[config.mk]
export PLATFORM = sky130hd
export DESIGN_NAME = mant_rounder
export DESIGN_NICKNAME = d
export VERILOG_FILES = /design/src/rtl/mrnd_pkg.sv /design/src/rtl/mrnd_decide.sv /design/src/rtl/mrnd_incr.sv /design/src/rtl/mant_rounder.sv
export SDC_FILE = /design/constraint.sdc
export NUM_CORES = 1
export LEC_CHECK = 0
export BUFFER_PORTS_ARGS = -buffer_cell sky130_fd_sc_hd__buf_2
export CORE_AREA = 5 5 97 99
export CTS_CLUSTER_DIAMETER = 200
export DETAILED_ROUTE_END_ITERATION = 12
export DIE_AREA = 0 0 102 104
export PLACE_DENSITY = 0.73
export RECOVER_POWER = 50
export SYNTH_ARGS = -nofsm -noshare
export SYNTH_HDL_FRONTEND = slang
export SYNTH_HIERARCHICAL = 1
export SYNTH_SLANG_ARGS = --single-unit
[constraint.sdc]
create_clock -name clk -period 7.8 [get_ports clk]
set_input_delay 1.56 -clock clk [delete_from_list [all_inputs] [get_ports clk]]
set_output_delay 1.56 -clock clk [all_outputs]
set_load 0.01 [all_outputs]
[src/rtl/mrnd_pkg.sv]
package mrnd_pkg;

  typedef enum logic [1:0] {
    RM_NEAREST = 2'b00,
    RM_TO_ZERO = 2'b01,
    RM_TO_NEG  = 2'b10,
    RM_TO_POS  = 2'b11
  } rmode_t;

endpackage

[src/rtl/mrnd_decide.sv]
module mrnd_decide
  import mrnd_pkg::*;
(
  input  logic       kept_lsb,
  input  logic       guard_bit,
  input  logic       round_bit,
  input  logic       sticky_bit,
  input  logic       sign_bit,
  input  logic [1:0] mode,
  output logic       bump,
  output logic       lossy
);

  rmode_t mode_e;

  always_comb begin
    mode_e = rmode_t'(mode);
    lossy  = guard_bit | round_bit | sticky_bit;
    bump   = 1'b0;
    if (lossy) begin
      unique case (mode_e)
        RM_NEAREST: bump = guard_bit & (round_bit | sticky_bit | kept_lsb);
        RM_TO_ZERO: bump = 1'b0;
        RM_TO_NEG:  bump = sign_bit;
        RM_TO_POS:  bump = ~sign_bit;
        default:    bump = 1'b0;
      endcase
    end
  end

endmodule

[src/rtl/mrnd_incr.sv]
module mrnd_incr #(
  parameter int W     = 65,
  parameter int SEG_W = 16
) (
  input  logic         inc,
  input  logic [W-1:0] a,
  output logic [W:0]   sum
);

  localparam int NSEG  = W / SEG_W + 1;
  localparam int PAD_W = NSEG * SEG_W;

  logic [PAD_W-1:0] a_pad;
  logic [PAD_W-1:0] s_pad;
  logic [NSEG:0]    carry;

  assign a_pad    = PAD_W'(a);
  assign carry[0] = inc;

  for (genvar g = 0; g < NSEG; g++) begin : g_seg
    assign s_pad[g*SEG_W +: SEG_W] = a_pad[g*SEG_W +: SEG_W] + SEG_W'(carry[g]);
    assign carry[g+1] = carry[g] & (&a_pad[g*SEG_W +: SEG_W]);
  end

  assign sum = s_pad[W:0];

  if (PAD_W > W + 1) begin : g_spare
    logic unused_spare;
    assign unused_spare = ^{s_pad[PAD_W-1:W+1], carry[NSEG]};
  end else begin : g_nospare
    logic unused_spare;
    assign unused_spare = carry[NSEG];
  end

endmodule

[src/rtl/mant_rounder.sv]
module mant_rounder #(
  parameter int MANT_W = 67,
  parameter int SEG_W  = 16
) (
  input  logic              clk,
  input  logic              rst,
  input  logic              in_valid,
  input  logic [MANT_W-1:0] in_mant,
  input  logic              in_sticky,
  input  logic              in_sign,
  input  logic [1:0]        in_mode,
  output logic              out_valid,
  output logic [MANT_W-2:0] out_mant,
  output logic              out_round_up,
  output logic              out_inexact
);

  localparam int KEEP_W = MANT_W - 2;
  localparam int OUT_W  = MANT_W - 1;

  logic [KEEP_W-1:0] kept;
  logic [OUT_W-1:0]  rounded;
  logic              bump;
  logic              lossy;

  assign kept = in_mant[MANT_W-1:2];

  mrnd_decide u_decide (
    .kept_lsb   (in_mant[2]),
    .guard_bit  (in_mant[1]),
    .round_bit  (in_mant[0]),
    .sticky_bit (in_sticky),
    .sign_bit   (in_sign),
    .mode       (in_mode),
    .bump       (bump),
    .lossy      (lossy)
  );

  mrnd_incr #(.W(KEEP_W), .SEG_W(SEG_W)) u_incr (
    .inc (bump),
    .a   (kept),
    .sum (rounded)
  );

  always_ff @(posedge clk) begin
    if (rst) begin
      out_valid    <= 1'b0;
      out_mant     <= '0;
      out_round_up <= 1'b0;
      out_inexact  <= 1'b0;
    end else begin
      out_valid <= in_valid;
      if (in_valid) begin
        out_mant     <= rounded;
        out_round_up <= bump;
        out_inexact  <= lossy;
      end
    end
  end

  // result equals kept bits plus the reported increment
  p_sum_r1: assert property (@(posedge clk) disable iff (rst)
    in_valid |=> out_mant == ({1'b0, $past(in_mant[MANT_W-1:2])} + OUT_W'(out_round_up)));

  // exact operands never round or flag
  p_exact_r2: assert property (@(posedge clk) disable iff (rst)
    (in_valid && in_mant[1:0] == 2'b00 && !in_sticky) |=> (!out_inexact && !out_round_up));

  // any lost bit flags inexact
  p_lossy_r3: assert property (@(posedge clk) disable iff (rst)
    (in_valid && (in_mant[1:0] != 2'b00 || in_sticky)) |=> out_inexact);

  // toward zero never increments
  p_tozero_r5: assert property (@(posedge clk) disable iff (rst)
    (in_valid && in_mode == 2'b01) |=> !out_round_up);

  // a round-up is only ever reported together with inexact
  p_up_inexact_r8: assert property (@(posedge clk) disable iff (rst)
    (out_valid && out_round_up) |-> out_inexact);

  // result strobe follows the operand strobe by one cycle
  p_lat_r9: assert property (@(posedge clk) disable iff (rst)
    in_valid |=> out_valid);

  p_idle_r9: assert property (@(posedge clk) disable iff (rst)
    !in_valid |=> (!out_valid && $stable(out_mant) && $stable(out_inexact)));

endmodule

==> results.md <==
* H-tree levels at 3
* GRT met3 Usage at 0.0577
* Port buffer count at 142
* GR Layer Usage met2 at 0.274
* Hold buffers post-CTS at 0
* Register share of total power at 0.481
* Power share of the clock group at 0.355
* Status: completed
* Via density at 4.97
* RSZ-0062 raised after global routing: false
* Initial cell density of the core at 0.434
* Detailed placer's ending HPWL at 6720 um
* FF-to-FF setup slack at 7.14 ns
* CTS buffer count at 9
* Critical Path Sink Type: flip-flop
* Clock Skews at 0 ns
* Setup TNS at 0 ns
* Vias at 3238
* Max rail drop VDD at 0.124 mV
* Flops & latches, synth at 69
* Total Routed Length at 8910 um
* First-pass GRT wire length at 14700 um
* Pwr/cell area at 177 nW/um^2
* Mapped Nets at 484
* Clk buf depth at 2
* Final Worst Setup Slack at 3.74 ns
* R2R Path End: out_mant[11]
* P_leak at 0.00200 uW
* CTS tree: done
* 1st-iter DRT viols at 77
* Dpl cells at 636
* Grt total ovfl at 0
* Die area at 10600 sq um
* Die X-Extent at 102 um
* Total track usage at 0.169
* Layout Cells excl Fill at 652
* Combinational power share at 0.164
* Commonest non-fill, non-tap cell in the layout: nor2_1
* Synth unique cells at 28
* CP Launch Type: primary input
* Worst r2r path cells at 2
* Final Hold Fails at 0
* Fraction of layout cells with a size suffix above 1 at 0.178
* Row cnt at 34
* CP Max Fanout at 4
* Initial antenna violation count at 0
* Post-CTS Resized at 0
* Critical Path End: out_mant[42]
* Nets at 622
* P&R area growth vs syn at 23.2%
* Place WS at 3.37 ns
* Slew Limit Fails at 0
* Setup crit start: in_sign
* Most frequent cells in the layout: nor2_1 (85), buf_2 (72), clkbuf_1 (70)
* Syn avg cell area at 9.16 sq um
* Drt pass-1 iters at 4
* Area occupied by multi-input gates at 2170 sq um
* Reg-to-reg startpoint: out_mant[11]
* Setup CP Type: primary input to flip-flop
* Final setup vio count at 0
* Routability cong. at 0.861
* Internal Power at 585 uW
* Seq/Total Area, Yosys at 0.376
* CP required at 8.01 ns
* Vias in the first global route at 3223
* Postcts setup bufs at 0
* Antenna Cells at 0
* Sw Share at 0.269
* CTS sink cnt at 69
* Detailed-route DRC error count at 0
* Post-Synthesis Cells at 401
* Total of max-cap violations at 0
* Final worst path period share at 0.521
* Slew Limit Headroom at 0.236
* Antenna viol nets, final at 0
* Psw at 215 uW
* Clock-pin slew on the worst setup and hold paths at 0.07 ns
* Syn Std Cell Area at 3670 sq um
* Grt peak-use layer: met2
* Largest net degree at the start of global routing at 70
* Die height at 104 um
* WP data arrival at 4.27 ns
* I/O pin cnt at 143
* Core area at 8470 sq um
* Hold crit path type: flip-flop to flip-flop
* Root buffer cell: clkbuf_8
* Synth Warn # at 6
* Met1 usage at 0.202
* Fill count at 863
* Clock latency on the worst-skew pair at 0.33 ns
* Fin util at 0.535
* Storage cell area at 1380 sq um
* Fmax at 246 MHz
* Final Critical Period at 4.06 ns
* Wire per inst at 13.7 um
* Worst Tran Pin Value at 1.15 ns
==> worst max-delay path, cell delays in order <==
cell      delay [ns]
buf_2           0.09
nand2b_1        0.14
xnor2_1         0.12
nor3_1          0.26
nand4_1         0.21
nor4_4          0.27
and2_1          0.19
ha_1            0.17
ha_1            0.18
nand3_1         0.14
nor3_1          0.40
nand4_1         0.17
xnor2_1         0.15
mux2i_1         0.14
nor2_1          0.05
==> metrics by stage <==
stage	cell area, sq um	total power, uW	hold WS [ns]
after detailed placement	4420	530	0.476
after global routing	4530	844	0.515
final	4530	800	0.494
after global placement	4420	527	0.469
after CTS	4610	817	0.494
after floorplan	3670	468	0.531
==> cell usage after synthesis, drive strengths merged <==
master | count | area share
a21oi | 1 | 0.0014
and2 | 2 | 0.0034
and3 | 5 | 0.0085
and4 | 2 | 0.0048
buf | 11 | 0.025
clkbuf | 5 | 0.0051
dfxtp | 69 | 0.38
ha | 9 | 0.031
inv | 5 | 0.0051
mux2i | 68 | 0.19
nand2 | 23 | 0.024
nand2b | 1 | 0.0017
nand3 | 19 | 0.026
nand4 | 21 | 0.044
nor2 | 85 | 0.087
nor2b | 2 | 0.0034
nor3 | 9 | 0.018
nor4 | 4 | 0.011
or2 | 2 | 0.0034
or3 | 1 | 0.0017
xnor2 | 40 | 0.095
xor2 | 17 | 0.041
==> registers in the layout (all words and copies together) (netlist names) <==
register	flops
out_mant	66
out_valid	1
out_inexact	1
out_round_up	1
==> layer usage <==
metal  vias to the layer above  share of wire
met3                        14          0.092
met4                         0          0.013
met1                      1473           0.42
met2                       114           0.47
li1                       1637              -
met5                         -              0
==> worst min-delay path by stage <==
stage               cells after the start      endpoint         start  slack, ns
floorplan                               2   out_inexact   out_inexact       0.53
global placement                        2   out_mant[5]   out_mant[5]       0.47
detailed placement                      2  out_mant[58]  out_mant[58]       0.48
CTS                                     2  out_mant[25]  out_mant[25]       0.49
global route                            2  out_mant[30]  out_mant[30]       0.52
finish                                  2  out_mant[45]  out_mant[45]       0.49
==> power groups by stage <==
stage | clock network, uW | registers (uW) | logic (uW)
2_1_floorplan | 0 | 402 | 66.2
3_3_place_gp | 0 | 392 | 136
3_5_place_dp | 0 | 392 | 138
4_1_cts | 294 | 384 | 139
5_1_grt | 311 | 387 | 146
6_report | 284 | 385 | 132
==> cell type report <==
type,count,area share
multi-input combinational,311,0.478
sequential,69,0.305
timing repair buffer,143,0.140
clock buffer,11,0.0312
tap,108,0.0299
clock inverter,5,0.0111
inverter,5,0.00415
==> logic make-up (layout without fill, tap and decap cells) <==
family | Yosys count | count (layout) | share of synthesized area
compound gates | 1 | 1 | 0.00136
xor+xnor | 57 | 57 | 0.136
fa+ha+maj | 9 | 9 | 0.0306
buf+inv | 21 | 164 | 0.0347
flops | 69 | 69 | 0.376
mux | 68 | 68 | 0.185
simple gates | 176 | 176 | 0.236
Power figures use the tool's default switching activity.
